## src/rtl/ppbd_pkg.sv

```systemverilog
package ppbd_pkg;

  typedef enum logic [1:0] {
    PP_NONE     = 2'b00,
    PP_EP0_OUT  = 2'b01,
    PP_ALL      = 2'b10,
    PP_NOT_EP0  = 2'b11
  } pp_mode_e;

  // True when this endpoint direction owns an even/odd descriptor pair.
  function automatic logic pair_active(pp_mode_e m, int unsigned ep, logic dir);
    case (m)
      PP_EP0_OUT: return (ep == 0) && (dir == 1'b0);
      PP_ALL:     return 1'b1;
      PP_NOT_EP0: return ep != 0;
      default:    return 1'b0;
    endcase
  endfunction

  // Descriptor number inside the table for one endpoint direction.
  function automatic int unsigned bd_slot(pp_mode_e m, int unsigned ep, logic dir, logic odd);
    int unsigned d;
    int unsigned o;
    d = dir ? 1 : 0;
    o = odd ? 1 : 0;
    case (m)
      PP_NONE:    return ep * 2 + d;
      PP_EP0_OUT: return (ep == 0 && d == 0) ? o : ep * 2 + d + 1;
      PP_ALL:     return ep * 4 + d * 2 + o;
      default:    return (ep == 0) ? d : ep * 4 + d * 2 + o - 2;
    endcase
  endfunction

  // Number of descriptors the table holds in a mode.
  function automatic int unsigned bd_count(pp_mode_e m, int unsigned n_ep);
    case (m)
      PP_NONE:    return 2 * n_ep;
      PP_EP0_OUT: return 2 * n_ep + 1;
      PP_ALL:     return 4 * n_ep;
      default:    return 4 * n_ep - 2;
    endcase
  endfunction

endpackage

```

## src/rtl/ppbd_ptr_bank.sv

```systemverilog
module ppbd_ptr_bank
  import ppbd_pkg::*;
#(
  parameter int unsigned N_EP = 16,
  localparam int unsigned EP_W = $clog2(N_EP),
  localparam int unsigned SLOTS = 2 * N_EP,
  localparam int unsigned SLOT_W = EP_W + 1
) (
  input  logic             clk,
  input  logic             rst_n,
  input  pp_mode_e         mode,
  input  logic             enable,
  input  logic             clr,
  input  logic             done,
  input  logic [EP_W-1:0]  done_ep,
  input  logic             done_dir,
  output logic [SLOTS-1:0] ptr_q,
  output logic             done_odd
);

  logic [SLOT_W-1:0] done_slot;
  logic              done_paired;
  logic              clr_evt;
  logic              tgl_evt;
  logic [SLOTS-1:0]  hit;

  assign done_slot   = {done_ep, done_dir};
  assign done_paired = pair_active(mode, int'(done_ep), done_dir);
  assign clr_evt     = !enable || clr;
  assign tgl_evt     = done && enable && !clr && done_paired;
  assign done_odd    = done_paired && ptr_q[done_slot];

  for (genvar g = 0; g < SLOTS; g++) begin : g_slot
    logic bit_q;
    assign hit[g] = tgl_evt && (done_slot == SLOT_W'(g));
    always_ff @(posedge clk or negedge rst_n) begin
      if (!rst_n)       bit_q <= 1'b0;
      else if (clr_evt) bit_q <= 1'b0;
      else if (hit[g])  bit_q <= ~bit_q;
    end
    assign ptr_q[g] = bit_q;
  end

  // a clear (or disable) leaves every toggle Even on the next cycle
  a_r10_clear_all_even: assert property (@(posedge clk) disable iff (!rst_n)
    clr_evt |=> ptr_q == '0);

  // outside a clear, at most one toggle changes per cycle
  a_r7_single_flip: assert property (@(posedge clk) disable iff (!rst_n)
    !$past(clr_evt) |-> $countones(ptr_q ^ $past(ptr_q)) <= 1);

  // an accepted completion on a pair changes the toggle set
  a_r7_pair_moves: assert property (@(posedge clk) disable iff (!rst_n)
    tgl_evt |=> ptr_q != $past(ptr_q));

  // a completion on a single descriptor leaves the toggles alone
  a_r8_single_no_move: assert property (@(posedge clk) disable iff (!rst_n)
    (done && enable && !clr && !done_paired) |=> $stable(ptr_q));

endmodule

```

## src/rtl/ppbd_status.sv

```systemverilog
module ppbd_status #(
  parameter int unsigned N_EP = 16,
  localparam int unsigned EP_W = $clog2(N_EP)
) (
  input  logic            clk,
  input  logic            rst_n,
  input  logic            enable,
  input  logic            done,
  input  logic [EP_W-1:0] done_ep,
  input  logic            done_dir,
  input  logic            done_odd,
  output logic            stat_valid,
  output logic [EP_W-1:0] stat_ep,
  output logic            stat_dir,
  output logic            stat_odd
);

  logic take;
  assign take = done && enable;

  always_ff @(posedge clk or negedge rst_n) begin
    if (!rst_n) begin
      stat_valid <= 1'b0;
      stat_ep    <= '0;
      stat_dir   <= 1'b0;
      stat_odd   <= 1'b0;
    end else if (take) begin
      stat_valid <= 1'b1;
      stat_ep    <= done_ep;
      stat_dir   <= done_dir;
      stat_odd   <= done_odd;
    end
  end

  // accepted completion is recorded on the next cycle
  a_r9_capture: assert property (@(posedge clk) disable iff (!rst_n)
    take |=> stat_valid && stat_ep == $past(done_ep) && stat_dir == $past(done_dir)
             && stat_odd == $past(done_odd));

  // while disabled the status does not move
  a_r1_disabled_hold: assert property (@(posedge clk) disable iff (!rst_n)
    !enable |=> $stable({stat_valid, stat_ep, stat_dir, stat_odd}));

endmodule

```

## src/rtl/ppbd_lookup.sv

```systemverilog
module ppbd_lookup
  import ppbd_pkg::*;
#(
  parameter int unsigned N_EP = 16,
  parameter int unsigned TABLE_BASE = 'h400,
  parameter int unsigned BD_BYTES = 4,
  parameter int unsigned ADDR_W = 12,
  localparam int unsigned EP_W = $clog2(N_EP),
  localparam int unsigned LOOK_EP_W = EP_W + 1,
  localparam int unsigned SLOTS = 2 * N_EP,
  localparam int unsigned SLOT_W = EP_W + 1,
  localparam int unsigned BD_W = $clog2(4 * N_EP)
) (
  input  logic                 clk,
  input  logic                 rst_n,
  input  pp_mode_e             mode,
  input  logic [LOOK_EP_W-1:0] look_ep,
  input  logic                 look_dir,
  input  logic [SLOTS-1:0]     ptr_q,
  output logic [BD_W-1:0]      look_idx,
  output logic [ADDR_W-1:0]    look_addr,
  output logic                 look_odd,
  output logic                 look_invalid
);

  logic              in_range;
  logic              sel_paired;
  logic [SLOT_W-1:0] sel_slot;
  logic              sel_odd;
  int unsigned       slot_num;

  assign in_range   = look_ep < LOOK_EP_W'(N_EP);
  assign sel_slot   = {look_ep[EP_W-1:0], look_dir};
  assign sel_paired = pair_active(mode, int'(look_ep), look_dir);
  assign sel_odd    = sel_paired && ptr_q[sel_slot];
  assign slot_num   = bd_slot(mode, int'(look_ep), look_dir, sel_odd);

  always_comb begin
    look_invalid = !in_range;
    look_idx     = '0;
    look_addr    = '0;
    look_odd     = 1'b0;
    if (in_range) begin
      look_idx  = BD_W'(slot_num);
      look_addr = ADDR_W'(TABLE_BASE + slot_num * BD_BYTES);
      look_odd  = sel_odd;
    end
  end

  // an out-of-range lookup yields zeros
  a_r11_invalid_zero: assert property (@(posedge clk) disable iff (!rst_n)
    look_invalid |-> (look_idx == '0 && look_addr == '0 && !look_odd));

  // a valid index always lies inside the table of the current mode
  a_r2_idx_in_table: assert property (@(posedge clk) disable iff (!rst_n)
    !look_invalid |-> int'(look_idx) < int'(bd_count(mode, N_EP)));

  // a valid address is descriptor aligned and above the table base
  a_r6_addr_aligned: assert property (@(posedge clk) disable iff (!rst_n)
    !look_invalid |-> (look_addr[1:0] == 2'b00 && int'(look_addr) >= int'(TABLE_BASE)));

  // single descriptors never resolve to the odd half
  a_r8_single_even: assert property (@(posedge clk) disable iff (!rst_n)
    (!look_invalid && !sel_paired) |-> !look_odd);

endmodule

```

## src/rtl/ppbd_indexer.sv

```systemverilog
module ppbd_indexer
  import ppbd_pkg::*;
#(
  parameter int unsigned N_EP = 16,
  parameter int unsigned TABLE_BASE = 'h400,
  parameter int unsigned BD_BYTES = 4,
  parameter int unsigned ADDR_W = 12,
  localparam int unsigned EP_W = $clog2(N_EP),
  localparam int unsigned LOOK_EP_W = EP_W + 1,
  localparam int unsigned SLOTS = 2 * N_EP,
  localparam int unsigned BD_W = $clog2(4 * N_EP)
) (
  input  logic                 clk,
  input  logic                 rst_n,
  input  logic [1:0]           pp_mode,
  input  logic                 enable,
  input  logic                 ptr_clear,
  input  logic                 xfer_done,
  input  logic [EP_W-1:0]      xfer_ep,
  input  logic                 xfer_dir,
  input  logic [LOOK_EP_W-1:0] look_ep,
  input  logic                 look_dir,
  output logic [BD_W-1:0]      look_idx,
  output logic [ADDR_W-1:0]    look_addr,
  output logic                 look_odd,
  output logic                 look_invalid,
  output logic                 stat_valid,
  output logic [EP_W-1:0]      stat_ep,
  output logic                 stat_dir,
  output logic                 stat_odd
);

  pp_mode_e         mode;
  logic [SLOTS-1:0] ptr_q;
  logic             done_odd;

  assign mode = pp_mode_e'(pp_mode);

  ppbd_ptr_bank #(.N_EP(N_EP)) u_ptr (
    .clk      (clk),
    .rst_n    (rst_n),
    .mode     (mode),
    .enable   (enable),
    .clr      (ptr_clear),
    .done     (xfer_done),
    .done_ep  (xfer_ep),
    .done_dir (xfer_dir),
    .ptr_q    (ptr_q),
    .done_odd (done_odd)
  );

  ppbd_status #(.N_EP(N_EP)) u_stat (
    .clk        (clk),
    .rst_n      (rst_n),
    .enable     (enable),
    .done       (xfer_done),
    .done_ep    (xfer_ep),
    .done_dir   (xfer_dir),
    .done_odd   (done_odd),
    .stat_valid (stat_valid),
    .stat_ep    (stat_ep),
    .stat_dir   (stat_dir),
    .stat_odd   (stat_odd)
  );

  ppbd_lookup #(
    .N_EP       (N_EP),
    .TABLE_BASE (TABLE_BASE),
    .BD_BYTES   (BD_BYTES),
    .ADDR_W     (ADDR_W)
  ) u_look (
    .clk          (clk),
    .rst_n        (rst_n),
    .mode         (mode),
    .look_ep      (look_ep),
    .look_dir     (look_dir),
    .ptr_q        (ptr_q),
    .look_idx     (look_idx),
    .look_addr    (look_addr),
    .look_odd     (look_odd),
    .look_invalid (look_invalid)
  );

endmodule

```

## config.mk

```make
export PLATFORM = sky130hd
export DESIGN_NAME = ppbd_indexer
export DESIGN_NICKNAME = d
export VERILOG_FILES = /design/src/rtl/ppbd_pkg.sv /design/src/rtl/ppbd_ptr_bank.sv /design/src/rtl/ppbd_status.sv /design/src/rtl/ppbd_lookup.sv /design/src/rtl/ppbd_indexer.sv
export SDC_FILE = /design/constraint.sdc
export NUM_CORES = 1
export LEC_CHECK = 0
export BUFFER_PORTS_ARGS = -buffer_cell sky130_fd_sc_hd__buf_2
export CAP_MARGIN = 10
export CORE_ASPECT_RATIO = 1.5
export CORE_MARGIN = 2
export CORE_UTILIZATION = 59
export CTS_BUF_LIST = sky130_fd_sc_hd__clkbuf_8
export CTS_CLUSTER_DIAMETER = 150
export DETAILED_ROUTE_END_ITERATION = 7
export GPL_ROUTABILITY_DRIVEN = 1
export PLACE_DENSITY = 0.83
export SLEW_MARGIN = 20
export SYNTH_ARGS = -nofsm -noshare
export SYNTH_HDL_FRONTEND = slang
export SYNTH_SLANG_ARGS = --single-unit
```

## constraint.sdc

```tcl
create_clock -name clk -period 2.95 [get_ports clk]
set_clock_uncertainty 0.05 [all_clocks]
set_input_delay 0.4425 -clock clk [delete_from_list [all_inputs] [get_ports clk]]
set_output_delay 0.4425 -clock clk [all_outputs]
set_load 0.02 [all_outputs]
```

# Word level (Yosys, flattened, before mapping)
# Index checks and enable logic that the tools add are counted.
# word_totals
in_bits,18
out_inout_bits,27
wordCells,274
regBits,39
# op_classes
magnitude_cmp,3
n_mux,78
n_bitwise,34
n_eq_ne,34
addsub,6
n_reduce_logical,83
# op_table
operator,count
"5-bit equality test, second input constant",16
1-bit 2-to-1 mux,69
2-bit nonzero test,32
"5-bit by 4-bit equality test with 1-bit output, second input constant",8
1-bit logical AND,40
1-bit inverter,34
32-bit zero test,1
10-bit case mux with 3 select lines,1
"5-bit by 3-bit equality test with 1-bit output, second input constant",4
10-bit 2-to-1 mux,2
"11-bit by 12-bit adder with 12-bit output, first input constant",1
"5-bit by 6-bit < comparator with 1-bit output, second input constant",2
12-bit 2-to-1 mux,1
10-bit by 1-bit adder with 10-bit output,1
"10-bit by 1-bit adder with 10-bit output, second input constant",1
1-bit binary-select mux with 5-bit select,2
"5-bit by 2-bit equality test with 1-bit output, second input constant",2
5-bit zero test,2
"10-bit by 2-bit subtractor with 10-bit output, second input constant",1
7-bit by 2-bit adder with 8-bit output,1
6-bit by 1-bit adder with 7-bit output,1
6-bit 2-to-1 mux,1
1-bit case mux with 3 select lines,2
"5-bit by 1-bit equality test with 1-bit output, second input constant",1
9 further kinds,12

# Logic depth before layout (Yosys ltp)
# Gate-level depths: netlist (run 1).
# logic_depth
ltp_word,11
mapped_depth,9

# Cells and area by module
# Synthesis (run 1) repeated with hierarchy kept, for this count alone.
# hier_totals
hier_cells,344
hier_area_um2,3210.6
# modules_own_cells
module,area_each_um2,cells_per_inst,seq_area_each_um2,n_inst
ppbd_ptr_bank,2114.5,218,800.8,1
ppbd_lookup,839.6,111,0.0,1
ppbd_status,256.5,15,175.2,1

# Least setup slack after synthesis (run 1)
# No wires, ideal clock.
# synth_timing
path_type,input to output
from,input port look_ep[0]
to,output port look_idx[1]
n_path_buf,3
arrival_time_ns,3.053
setup_slack_ns,-0.595
cell_stages,7
path_cell_list,clkbuf_1 > clkbuf_1 > inv_1 > ha_1 > mux2i_1 > a2111oi_0 > buf_4
# synth_between
elab_chain_cells,10
word_cells_on_any_way,18
cone_classes,add/sub: 4; order compare: 1; mux: 8; reduce/logical: 5
# synth_rtl
item,line_no,source
from (decl),ppbd_indexer.sv:21,"input logic [LOOK_EP_W-1:0] look_ep,"
"parallel branches: the longest is 9 deep, another holds 10-bit by 1-bit adder with 10-bit output",n/a,
6-bit 2-to-1 mux (*),ppbd_lookup.sv:43,if (in_range) begin
to (decl),ppbd_indexer.sv:23,"output logic [BD_W-1:0] look_idx,"
# Every way passes the cells marked *. The select of a mux whose other input is x is not followed.

# Final worst setup path (run 1)
# layout_timing
from,input port look_ep[4]
to,output port look_addr[2]
# layout_between
elab_chain_cells,11
word_cells_on_any_way,15
cone_classes,add/sub: 3; order compare: 1; mux: 6; reduce/logical: 5
# layout_rtl
item,line_no,source
5-bit zero test,"ppbd_pkg.sv:13, ppbd_pkg.sv:28, ppbd_pkg.sv:30",
1-bit logical AND,ppbd_pkg.sv:13,PP_EP0_OUT: return (ep == 0) && (dir == 1'b0);
1-bit case mux with 3 select lines,ppbd_pkg.sv:12,case (m)
1-bit logical AND,ppbd_lookup.sv:35,assign sel_odd = sel_paired && ptr_q[sel_slot];
1-bit 2-to-1 mux,ppbd_pkg.sv:25,o = odd ? 1 : 0;
10-bit by 1-bit adder with 10-bit output,"ppbd_pkg.sv:29, ppbd_pkg.sv:30",
10-bit by 2-bit subtractor with 10-bit output,ppbd_pkg.sv:30,default: return (ep == 0) ? d : ep * 4 + d * 2 + o - 2;
10-bit 2-to-1 mux,ppbd_pkg.sv:30,
10-bit case mux with 3 select lines,ppbd_pkg.sv:26,case (m)
11-bit by 12-bit adder with 12-bit output,ppbd_lookup.sv:45,look_addr = ADDR_W'(TABLE_BASE + slot_num * BD_BYTES);
12-bit 2-to-1 mux (*),ppbd_lookup.sv:43,
to (decl),ppbd_indexer.sv:24,"output logic [ADDR_W-1:0] look_addr,"
# Every way passes the cells marked *; elsewhere a longest branch is shown, timed or not.

==> summary.md, run 1 <==
| Metric | Value |
|---|---|
| Result of the run | finished, final reports clean |
| Final period utilization | 91.47% |
| Storage element area | just under 1000 µm² |
| Critical Path RT | 2.46 ns |
| M2 GR Usage | between 40% and 50% |
| Worst setup EP type | output port |
| CP endpoint | look_addr[2] |
| Syn Area/Cell | around 9.3 µm² |
| RSZ-0062 raised after global routing | false |
| Fmax | 0.3706 GHz |
| DRT antenna net count | 0 |
| Post-route cell area | 3010 µm² |
| Worst path most repeated cell | buf_2 |
| Reg2reg start | u_ptr.g_slot[14].bit_q |
| Post-Syn Instances | around 300 |
| Initial antenna violation count | 0 |
| # rows | 30 |
| First-pass GRT wire length | between 10000 and 15000 µm |
| Largest net degree at the start of global routing | 40 |
| # fillers | around 380 |
| Vias in the first global route | between 2000 and 2500 |
| DP Wirelength | between 4000 and 5000 µm |
| Nets | 340 |
| DRC viols | 0 |
| Mapped Area | around 2800 µm² |
| Final GP Congestion | just under 0.9 |
| 1st-pass router iterations | 4 |
| Reg2reg end | u_stat.stat_odd |
| Placeable Area | about 4500 µm² |
| Post-CTS repair timing setup buffer count | 0 |
| CP max stage delay | ~0.57 ns |
| Slew Viols, Final | 0 |
| Multi-input logic area | around 1600 µm² |
| Die area | about 5300 µm² |
| Grt ovf | 0 |
| Crit-path max FO | 9 |
| GRT met3 Usage | under 10% |
| Flop and latch count out of synthesis | 39 |
| # IOs | 45 |
| Gate power share | between 20% and 30% |
| CTS tree | yes |
| Max_cap viols | 0 |
| Die Span Y | between 80 and 90 µm |
| # clock sinks | 39 |
| Via count of the routed design | 2388 |
| H-tree levels | 2 |
| Die Width | ~60 µm |
| Synth-to-Final Area Change | 8.574% |
| Peak VDD IR | 356.4 µV |
| Initial Util | 61.05% |
| Clk pwr share | about 30% |
| Worst slew margin | 42.55% |
| Total CTS buffers | 5 |
| Pint | between 0.0007 and 0.0008 W |
| Vias per cell | 6.203 |
| Asr flop ratio synth | 100.0% |
| Final Hold Vio Count | 0 |
| CP Launch Point | look_ep[4] |
| Most frequently used flop master after synthesis | dfrtp_1 |
| Port buffer count | just over 40 |
| GR peak layer | met2 |
| Sequential power share | approximately half |
| Worst-Margin Slew | approximately 0.86 ns |
| Clk buf depth | 2 |
| N_diodes | 0 |
| Setup violators final | 0 |
| CTS root buf | clkbuf_8 |
| DR WL/cell | ~17 µm |
| Worst R2R Setup Slack | about 1.3 ns |
| Crit start category | primary input |
| Fin Setup TNS | 0 ns |
| Clk slew on worst S/H paths | 0.07 ns |
| Seq/Total Area, Yosys | a little over a third |
| Synth warn | 0 |
| Final wirelength | 6663 µm |
| Met1 Use GR | a little over a third |
| CP Class | in -> out |
| Leakage | roughly 1.2 nW |
| Critical-path cell list | buf_2 -> or4_4 -> or3b_4 -> nand2_2 -> o31ai_1 -> a221oi_2 -> buf_2 |
| Pwr/cell area | 368.6 nW/µm² |
| Netlist cell types | a little under 50 |
| Switching Share | between 20 and 30% |
| Reg2reg path depth | 5 |
| Clock Latency Late Sink | slightly below 0.3 ns |
| Layout cell share with drive strength beyond 1 | around a quarter |
| HP Class | in -> async |
| Placed Area | about 2900 µm² |
| Iter 0 DRT Violations | 204 |
| Minimum clock period | around 2.7 ns |
| CP arrival | 2.21 ns |
| Total GRT Usage | approximately 28% |
| Post-synth EDFFs | 0 |
| Post-CTS sizing | 0 |
| Crit path max-delay cell type | or4_4 |
| Switch Pwr | approximately 0.00033 W |
| Hold_buf cts | 0 |
cells in the mapped netlist, drive strengths merged, types with 2 or more instances:
cell / count / share of area [%]
o21ai: 16 / 2.9
xor2: 17 / 5.4
nand3: 7 / 1.3
nor3: 5 / 0.90
nand2b: 4 / 0.90
nor2b: 7 / 1.6
o211ai: 7 / 1.9
nor2: 30 / 4.2
nand2: 33 / 4.6
nand4: 6 / 1.4
a41oi: 2 / 0.90
and2: 2 / 0.45
buf: 21 / 5.0
o31ai: 7 / 1.9
mux2: 5 / 2.0
a211oi: 2 / 0.54
dfrtp: 39 / 35
mux4: 16 / 13
clkbuf: 11 / 1.5
ha: 2 / 0.90
nor3b: 5 / 1.4
a22oi: 2 / 0.54
o22ai: 2 / 0.45
mux2i: 3 / 1.1
or3: 10 / 2.3
inv: 3 / 0.41
a21oi: 19 / 3.4
placed cells by master, fill, tap and decap left out, types with 2 or more instances in the layout:
cell type	n
a22oi_1	2
o31ai_1	7
conb_1	3
xor2_1	17
inv_1	5
mux4_2	16
nor3b_1	5
nand4_1	6
nand2_1	32
nor2b_1	7
nor3_1	5
a211oi_1	2
o22ai_1	2
clkbuf_8	5
o211ai_1	7
mux2i_1	3
nor2_1	29
and2_1	2
dfrtp_1	39
o21ai_1	12
a21oi_1	19
or3_1	10
o21ai_0	4
nand2b_1	4
buf_2	41
buf_4	4
nand3_1	7
ha_1	2
mux2_2	5
sequential cells by signal (all words and copies together) (netlist names):
register,flops
u_ptr.g_slot.bit_q,32
u_stat.stat_ep,4
u_stat.stat_dir,1
u_stat.stat_odd,1
u_stat.stat_valid,1
cells by family (layout without fill, tap and decap cells):
family | after synthesis | count (layout) | synth area share (%)
DFF | 39 | 39 | 35.20
adders and majority gates | 2 | 2 | 0.9024
xor gates and xnor gates | 18 | 18 | 5.686
and+or+nand+nor | 115 | 115 | 20.53
buffers and inverters | 36 | 57 | 6.994
muxes | 24 | 24 | 16.11
other | 1 | 3 | 0.1352
AOI/OAI and AO/OA | 63 | 63 | 14.44
layer usage:
metal,wire [µm],vias to the layer above
met1,2551,1146
met5,0,-
li1,-,1106
met4,210,0
met2,3505,113
met3,396,23
worst max-delay path, delay by kind of cell:
kind                   cells  cell delay, ns
and+or+nand+nor            3            1.06
AOI/OAI and AO/OA          2            0.34
buffers and inverters      2            0.37
cell type report:
class                           count  share of cell area (%)
Tap cell                           64                   2.660
Clock inverter                      3                  0.4156
Clock buffer                        5                   2.286
Timing Repair Buffer               45                   7.814
Inverter                            4                  0.4988
Multi-Input combinational cell    225                   53.91
Sequential cell                    39                   32.42
metrics by stage:
stage / util (%) / cells / hold slack [ns] / power, W / setup WS, ns
after floorplan: - / 300 / 0.09691 / 0.0007243 / 0.02559
after global placement: 64.49 / 377 / 0.3976 / 0.0007814 / 0.2994
after detailed placement: 64.49 / 377 / 0.4146 / 0.0007847 / 0.2596
after CTS: 66.28 / 385 / 0.2304 / 0.001120 / 0.2610
after global routing: 66.28 / 385 / 0.2832 / 0.001161 / 0.07501
final: 66.28 / 385 / 0.2063 / 0.001110 / 0.2515
power by group through the flow:
stage	clock network [W]	logic [W]	registers, W
floorplan	0	0.000150	0.000575
global placement	0	0.000221	0.000561
detailed placement	0	0.000223	0.000561
CTS	0.000346	0.000224	0.000551
global route	0.000364	0.000245	0.000552
finish	0.000334	0.000224	0.000551
how the worst min path moves through the flow:
| stage | end | slack (ns) | cells past startpoint |
|---|---|---|---|
| after detailed placement | u_stat.stat_valid | 0.41 | 1 |
| after CTS | u_ptr.g_slot[8].bit_q | 0.23 | 1 |
| after global routing | u_ptr.g_slot[8].bit_q | 0.28 | 1 |
| after floorplan | u_ptr.g_slot[0].bit_q | 0.1 | 0 |
| after global placement | u_stat.stat_valid | 0.40 | 1 |
| final | u_ptr.g_slot[8].bit_q | 0.21 | 1 |
No activity file was read; power rests on OpenSTA's default activity.
==> inputs of run 2 (changes only) <==
--- a/config.mk
+++ b/config.mk
@@ -9,13 +9,15 @@
 export CAP_MARGIN = 10
 export CORE_ASPECT_RATIO = 1.5
 export CORE_MARGIN = 2
-export CORE_UTILIZATION = 59
+export CORE_UTILIZATION = 60
 export CTS_BUF_LIST = sky130_fd_sc_hd__clkbuf_8
 export CTS_CLUSTER_DIAMETER = 150
+export CTS_CLUSTER_SIZE = 8
 export DETAILED_ROUTE_END_ITERATION = 7
 export GPL_ROUTABILITY_DRIVEN = 1
 export PLACE_DENSITY = 0.83
 export SLEW_MARGIN = 20
 export SYNTH_ARGS = -nofsm -noshare
 export SYNTH_HDL_FRONTEND = slang
+export SYNTH_HIERARCHICAL = 1
 export SYNTH_SLANG_ARGS = --single-unit
==> constraint.sdc (replaced) <==
create_clock -name clk -period 3.05 [get_ports clk]
set_clock_uncertainty 0.05 [all_clocks]
set_input_delay 0.4575 -clock clk [delete_from_list [all_inputs] [get_ports clk]]
set_output_delay 0.4575 -clock clk [all_outputs]
set_load 0.02 [all_outputs]
==> run 2 against run 1 <==
Non-clock buffer count fell by 3. Largest power group unchanged. Critical path depth did not move. Routed wire length rose by 6.2%. Power rose by 8.1%.
==> summary.md, run 2 <==
| Metric | Value |
|---|---|
| Result of the run | finished, final reports clean |
| Clk slew on worst S/H paths | 0.07 ns (about the same) |
| Post-route cell area | 3186 µm² (+5.8%) |
| Clk buf depth | 2 (unchanged) |
| DP Wirelength | 4961 µm (+0.59%) |
| Critical-path cell list | buf_2 -> mux4_2 -> a22oi_2 -> nand4_1 -> nor2_2 -> nor4_2 -> buf_2 |
| Die Width | 63.73 µm (+6.3%) |
| Nets | 348 (+2.4%) |
| HP Class | in -> async |
| Iter 0 DRT Violations | 172 (-16%) |
| Top-count cell post-synth | nor2_1 |
| CTS root buf | clkbuf_8 |
| Worst setup margin | 0.4084 ns (+0.1568 ns) |
| Most common cell after layout, fill and taps aside | nor2_1 |
| Post-synth EDFFs | 0 (unchanged) |
| Max reg flops | 32 (unchanged) |
| Largest net degree at the start of global routing | 40 (unchanged) |
| Setup WS pre-CTS | 0.4134 ns (+0.1537 ns) |
| Total GRT Usage | 25.08% (-3.2 points) |
| Crit start category | primary input |
| Hold_buf cts | 0 (unchanged) |
| Largest registers | u_ptr/g_slot.bit_q x32, u_stat/stat_ep x4 |
| 1st-pass router iterations | 6 (+2) |
| # clock sinks | 39 (unchanged) |
| Critical Path RT | 2.54 ns (+0.08 ns) |
| CTS tree | yes |
| DR WL/cell | 17.82 µm (+3.0%) |
| Placeable Area | 5165 µm² (+14%) |
| Initial Util | 62.16% (+1.1 points) |
| Family with the most delay on the worst path | multiplexers |
| Final GP Congestion | 0.8935 (+1.1%) |
| Minimum clock period | approximately 2.6 ns |
| Synth warn | 6 (+6) |
| CP max stage delay | 0.57 ns (about the same) |
| RSZ-0062 raised after global routing | false |
| # IOs | 45 (unchanged) |
| Worst-Margin Slew | 0.8637 ns (+0.001873 ns) |
| Yosys top cell by area | dfrtp_1 |
| Via count of the routed design | 2531 (+6.0%) |
| Post-Syn Instances | 344 (+15%) |
| Fin Setup TNS | 0 ns (unchanged) |
| Commonest cells after routing, fill and taps aside | 43 x nor2_1, 41 x buf_2, 39 x dfrtp_1 |
| Most frequently used flop master after synthesis | dfrtp_1 |
| Initial antenna violation count | 0 (unchanged) |
| Final Util | 61.68% (-4.6 points) |
| Syn Area/Cell | 9.333 µm² (+0.31%) |
| Peak VDD IR | 346.6 µV (-2.8%) |
| Max_cap viols | 0 (unchanged) |
| Yosys top cell area share | 30.40% (-4.8 points) |
| Largest Register | u_ptr/g_slot.bit_q |
| Flop and latch count out of synthesis | 39 (unchanged) |
| Worst setup EP type | output port |
| Layout cell share with drive strength beyond 1 | 23.40% (-1.8 points) |
| Final wirelength | 7075 µm (+6.2%) |
| Crit path max-delay cell type | mux4_2 |
| DRT antenna net count | 0 (unchanged) |
| Worst path bufs/invs | 2 (unchanged) |
| Top area cells in the synthesized netlist | dfrtp_1 30%, buf_4 9.8%, xnor2_1 7.1% |
| CP Class | in -> out |
| Netlist cell types | 59 (+20%) |
| Synth-to-Final Area Change | -0.7793% |
| Gate power share | 19.4% (-0.8 points) |
| Post-CTS repair timing setup buffer count | 0 (unchanged) |
| # rows | 32 (+6.7%) |
| Pwr/cell area | 376.5 nW/µm² (+2.2%) |
| Setup violators final | 0 (unchanged) |
| Final Hold Vio Count | 0 (unchanged) |
| WHS | 0.2202 ns (+0.01393 ns) |
| H-tree levels | 2 (unchanged) |
| Seq/Total Area, Yosys | 30.40% (-4.8 points) |
| Slew Viols, Final | 0 (unchanged) |
| Clock Latency Late Sink | 0.30 ns (about the same) |
| Worst slew margin | 42.42% (-0.12 points) |
| Placed Area | 3073 µm² (+4.9%) |
| Die Span Y | 93.59 µm (+6.4%) |
| Die area | 5964 µm² (+13%) |
| Crit-path max FO | 20 (+11) |
| Vias per cell | 6.375 (+2.8%) |
| DRC viols | 0 (unchanged) |
| Switch Pwr | 0.0003527 W (+6.4%) |
| Pint | 0.0008468 W (+8.8%) |
| Vias in the first global route | 2357 (+0.085%) |
| Final period utilization | 86.61% |
| Switching Share | 29.40% (-0.48 points) |
| Fmax | between 0.3 and 0.4 GHz |
| Worst path most repeated cell | buf_2 |
| Grt ovf | 0 (unchanged) |
| Sequential power share | 44.4% (-5.2 points) |
| Leakage | 1.288 nW (+3.6%) |
| Clk pwr share | 36.1% (+6.0 points) |
| Commonest cells post-synth | 43 x nor2_1, 42 x buf_4, 39 x dfrtp_1 |
| Post-CTS sizing | 0 (unchanged) |
| Mapped Area | 3211 µm² (+16%) |
| Total CTS buffers | 5 (unchanged) |
| Asr flop ratio synth | 100.0% (unchanged) |
| CP arrival | 2.13 ns (-0.08 ns) |
| First-pass GRT wire length | 11710 µm (+4.4%) |
| Port buffer count | 41 (unchanged) |
| # fillers | 435 (+15%) |
| N_diodes | 0 (unchanged) |
## run 2: cell types whose count changed in the layout (fill, tap and decap cells not counted), sizes merged, moves of 8 or more
| cell | previous run | this run |
|---|---|---|
| a21oi | 19 | 11 |
| mux2i | 3 | 11 |
| nand2 | 33 | 9 |
| nor2 | 30 | 45 |
| nor3 | 5 | 18 |
| nor4 | 1 | 13 |
| o21ai | 16 | 5 |
| or3 | 10 | 1 |
| xnor2 | 1 | 26 |
| xor2 | 17 | 6 |
## run 2: final cells by class
cell class | count | area [µm²] | share of cell area, %
multi-input combinational | 234 | 1777 | 55.77
sequential | 39 | 975.9 | 30.64
timing repair buffer | 42 | 212.7 | 6.677
tap | 68 | 85.08 | 2.671
clock buffer | 5 | 68.82 | 2.160
clock inverter | 3 | 43.79 | 1.375
inverter | 6 | 22.52 | 0.7070
## run 2: logic make-up (layout without fill, tap and decap cells)
kind of cell | count (synthesis) | count (layout) | synth area share, %
XOR/XNOR | 32 | 32 | 8.730
multiplexers | 31 | 31 | 15.36
flip-flops | 39 | 39 | 30.40
adder cells (fa/ha/maj) | 2 | 2 | 0.7793
AO/OA/AOI/OAI | 35 | 35 | 7.717
other | 1 | 3 | 0.1168
buffers and inverters | 73 | 56 | 14.50
AND/OR/NAND/NOR | 131 | 131 | 22.41
## run 2: power by group through the flow
stage | Clock (W) | Combinational, W | Sequential, W
2_1_floorplan | 0 | 0.000158 | 0.000558
3_3_place_gp | 0 | 0.000226 | 0.000543
3_5_place_dp | 0 | 0.000231 | 0.000543
4_1_cts | 0.000442 | 0.000231 | 0.000533
5_1_grt | 0.000463 | 0.000252 | 0.000534
6_report | 0.000434 | 0.000233 | 0.000533
## run 2: final timing paths
kind,cells after the start,slack (ns),to,from
min in group clk,1,0.41,u_stat/stat_valid,u_stat/stat_valid
hold / removal,1,0.22,u_ptr/g_slot[27].bit_q,rst_n
setup reg to reg,5,1.05,u_stat/stat_odd,u_ptr/g_slot[1].bit_q
hold reg to reg,1,0.41,u_stat/stat_valid,u_stat/stat_valid
max in group asynchronous,1,2.19,u_stat/stat_ep[0],rst_n
setup / recovery,7,0.41,look_idx[0],look_dir
## run 2: metal layers
| metal | track usage [%] | vias up | routed length (µm) |
|---|---|---|---|
| met1 | 31.51 | 1217 | 2831 |
| met2 | 42.37 | 145 | 3573 |
| li1 | - | 1146 | - |
| met4 | 12.32 | 0 | 228 |
| met5 | 0 | - | 0 |
| met3 | 3.249 | 23 | 442 |
## run 2: per-stage QoR
step                      cells   power, W
final                       397   0.001199
after global routing        397   0.001249
after CTS                   397   0.001206
after detailed placement    389  0.0007740
after global placement      389  0.0007691
after floorplan             346  0.0007159
## run 2: worst reg2reg max path: cells and delay by family (launching register included)
kind / cells / cell delay [ns]
muxes: 2 / 0.74
DFF: 1 / 0.44
AOI/OAI and AO/OA: 1 / 0.39
and+or+nand+nor: 2 / 0.28
==> inputs of run 3 (changes only) <==
--- a/config.mk
+++ b/config.mk
@@ -16,6 +16,7 @@
 export DETAILED_ROUTE_END_ITERATION = 7
 export GPL_ROUTABILITY_DRIVEN = 1
 export PLACE_DENSITY = 0.83
+export SETUP_SLACK_MARGIN = 0.5
 export SLEW_MARGIN = 20
 export SYNTH_ARGS = -nofsm -noshare
 export SYNTH_HDL_FRONTEND = slang
==> run 3 against run 2 <==
Power up 0.25%. First-iteration DRC count down 14%. Flip-flop and latch count unchanged. Via count down 0.51%. Sequential share of layout area down 0.38 points. Critical path type unchanged. Largest cell class unchanged. Largest power group unchanged.
==> summary.md, run 3 (synthesized netlist as in run 2, its figures left out) <==
| Metric | Value |
|---|---|
| Result of the run | finished, final reports clean |
| Port buffer count | 41 (unchanged) |
| Setup violators final | 0 (unchanged) |
| Die Width | 63.73 µm (unchanged) |
| Largest Register | u_ptr/g_slot.bit_q |
| H-tree levels | 2 (unchanged) |
| Most common cell after layout, fill and taps aside | nor2_1 |
| Critical Path RT | 2.54 ns (about the same) |
| Fmax | 0.4100 GHz (+8.3%) |
| CP Class | in -> out |
| Worst R2R Setup Slack | 1.05 ns (about the same) |
| Nets | 350 (+0.57%) |
| # rows | 32 (unchanged) |
| Final wirelength | 7071 µm (about the same) |
| Clk slew on worst S/H paths | 0.07 ns (about the same) |
| Worst setup EP type | output port |
| Leakage | 1.303 nW (+1.2%) |
| Largest net degree at the start of global routing | 40 (unchanged) |
| 1st-pass router iterations | 5 (-1) |
| RSZ-0062 raised after global routing | false |
| CTS root buf | clkbuf_8 |
| Total CTS buffers | 5 (unchanged) |
| Synth-to-Final Area Change | 0.4675% |
| Crit start category | primary input |
| Worst-Margin Slew | 0.8437 ns (-0.01991 ns) |
| Pwr/cell area | 372.8 nW/µm² (-0.99%) |
| Final Hold Vio Count | 0 (unchanged) |
| Peak VDD IR | 346.5 µV (about the same) |
| Die Span Y | 93.59 µm (unchanged) |
| DRC viols | 0 (unchanged) |
| Placed Area | 3073 µm² (unchanged) |
| Layout cell share with drive strength beyond 1 | 25.08% (+1.7 points) |
| Hold_buf cts | 0 (unchanged) |
| Slew Viols, Final | 0 (unchanged) |
| Clock Latency Late Sink | 0.30 ns (about the same) |
| Max_cap viols | 0 (unchanged) |
| Grt ovf | 0 (unchanged) |
| Die area | 5964 µm² (unchanged) |
| # clock sinks | 39 (unchanged) |
| Fin Setup TNS | 0 ns (unchanged) |
| Worst slew margin | 42.98% (+0.56 points) |
| Reg2reg path depth | 5 (unchanged) |
| CTS tree | yes |
| Reg2reg end | u_stat/stat_odd |
| Crit-path max FO | 14 (-30%) |
| Initial Util | 62.16% (unchanged) |
| Placeable Area | 5165 µm² (unchanged) |
| Initial antenna violation count | 0 (unchanged) |
| N_diodes | 0 (unchanged) |
| Final GP Congestion | 0.8935 (unchanged) |
| DP Wirelength | 4961 µm (unchanged) |
| Max reg flops | 32 (unchanged) |
| Total GRT Usage | 25.08% (unchanged) |
| Commonest cells after routing, fill and taps aside | 42 x nor2_1, 40 x buf_2, 39 x dfrtp_1 |
| DRT antenna net count | 0 (unchanged) |
| HP Class | in -> async |
| Final period utilization | 79.96% (-6.7 points) |
| Minimum clock period | 2.439 ns (-0.2029 ns) |
| First-pass GRT wire length | 11710 µm (unchanged) |
| Vias in the first global route | 2357 (unchanged) |
| Via count of the routed design | 2518 (-0.51%) |
| CP arrival | 1.93 ns (-0.20 ns) |
| Iter 0 DRT Violations | 148 (-14%) |
| Largest registers | u_ptr/g_slot.bit_q x32, u_stat/stat_ep x4 |
| # IOs | 45 (unchanged) |
| Clk buf depth | 2 (unchanged) |
| Vias per cell | 6.311 (-1.0%) |
| Post-route cell area | 3226 µm² (+1.3%) |
| DR WL/cell | 17.72 µm (-0.56%) |
| Reg2reg start | u_ptr/g_slot[1].bit_q |
-- run 3: cell type report --
cell class              instances  area, µm²
repair buffers                 44      234.0
clock inverters                 3      43.79
clock buffers                   5      68.82
inverters                       6      22.52
well taps                      68      85.08
flip-flops and latches         39      975.9
fillers                       425       1939
multi-input cells             234       1795
-- run 3: power breakdown --
part	internal, W	switching, W
logic	0.0000779	0.000158
clock network	0.000243	0.000190
registers	0.000528	0.00000513
total	0.000849	0.000353
-- run 3: per-stage QoR --
stage / utilization [%] / cells / setup WS [ns] / power (W) / hold slack, ns
floorplan: - / 346 / 0.5212 / 0.0007159 / 0.1119
global placement: 59.50 / 389 / 0.4334 / 0.0007691 / 0.3928
detailed placement: 59.50 / 389 / 0.4134 / 0.0007740 / 0.3969
CTS: 61.72 / 397 / 0.5306 / 0.001206 / 0.2478
global route: 62.45 / 399 / 0.5068 / 0.001253 / 0.2817
finish: 62.45 / 399 / 0.6112 / 0.001203 / 0.2176
-- run 3: worst max path at each step --
stage / from / endpoint / slack, ns / cells past startpoint
3_3_place_gp: look_dir / look_addr[2] / 0.43 / 7
2_1_floorplan: look_dir / look_idx[0] / 0.52 / 8
5_1_grt: u_ptr/g_slot[22].bit_q / look_addr[2] / 0.51 / 6
3_5_place_dp: look_dir / look_addr[2] / 0.41 / 7
4_1_cts: look_ep[1] / look_addr[2] / 0.53 / 7
6_report: look_ep[2] / look_addr[6] / 0.61 / 7
-- run 3: routing by layer --
layer,share of wire (%),track usage (%)
met5,0,0
met2,51,42.37
met3,6.0,3.249
met1,40,31.51
met4,3.2,12.32
-- run 3: repair_timing --
action,CTS,global route
cloned,0,0
setup endpoints to repair,3,4
setup buffers,0,2
gates resized for setup,1,6
pin swaps,0,1
-- run 3: critical path: stages --
cell and delay [ns]:
buf_2 0.19, or3_4 0.43, nor2_4 0.21, nor2_1 0.08, a222oi_1 0.24, a21oi_1 0.14, buf_2 0.18
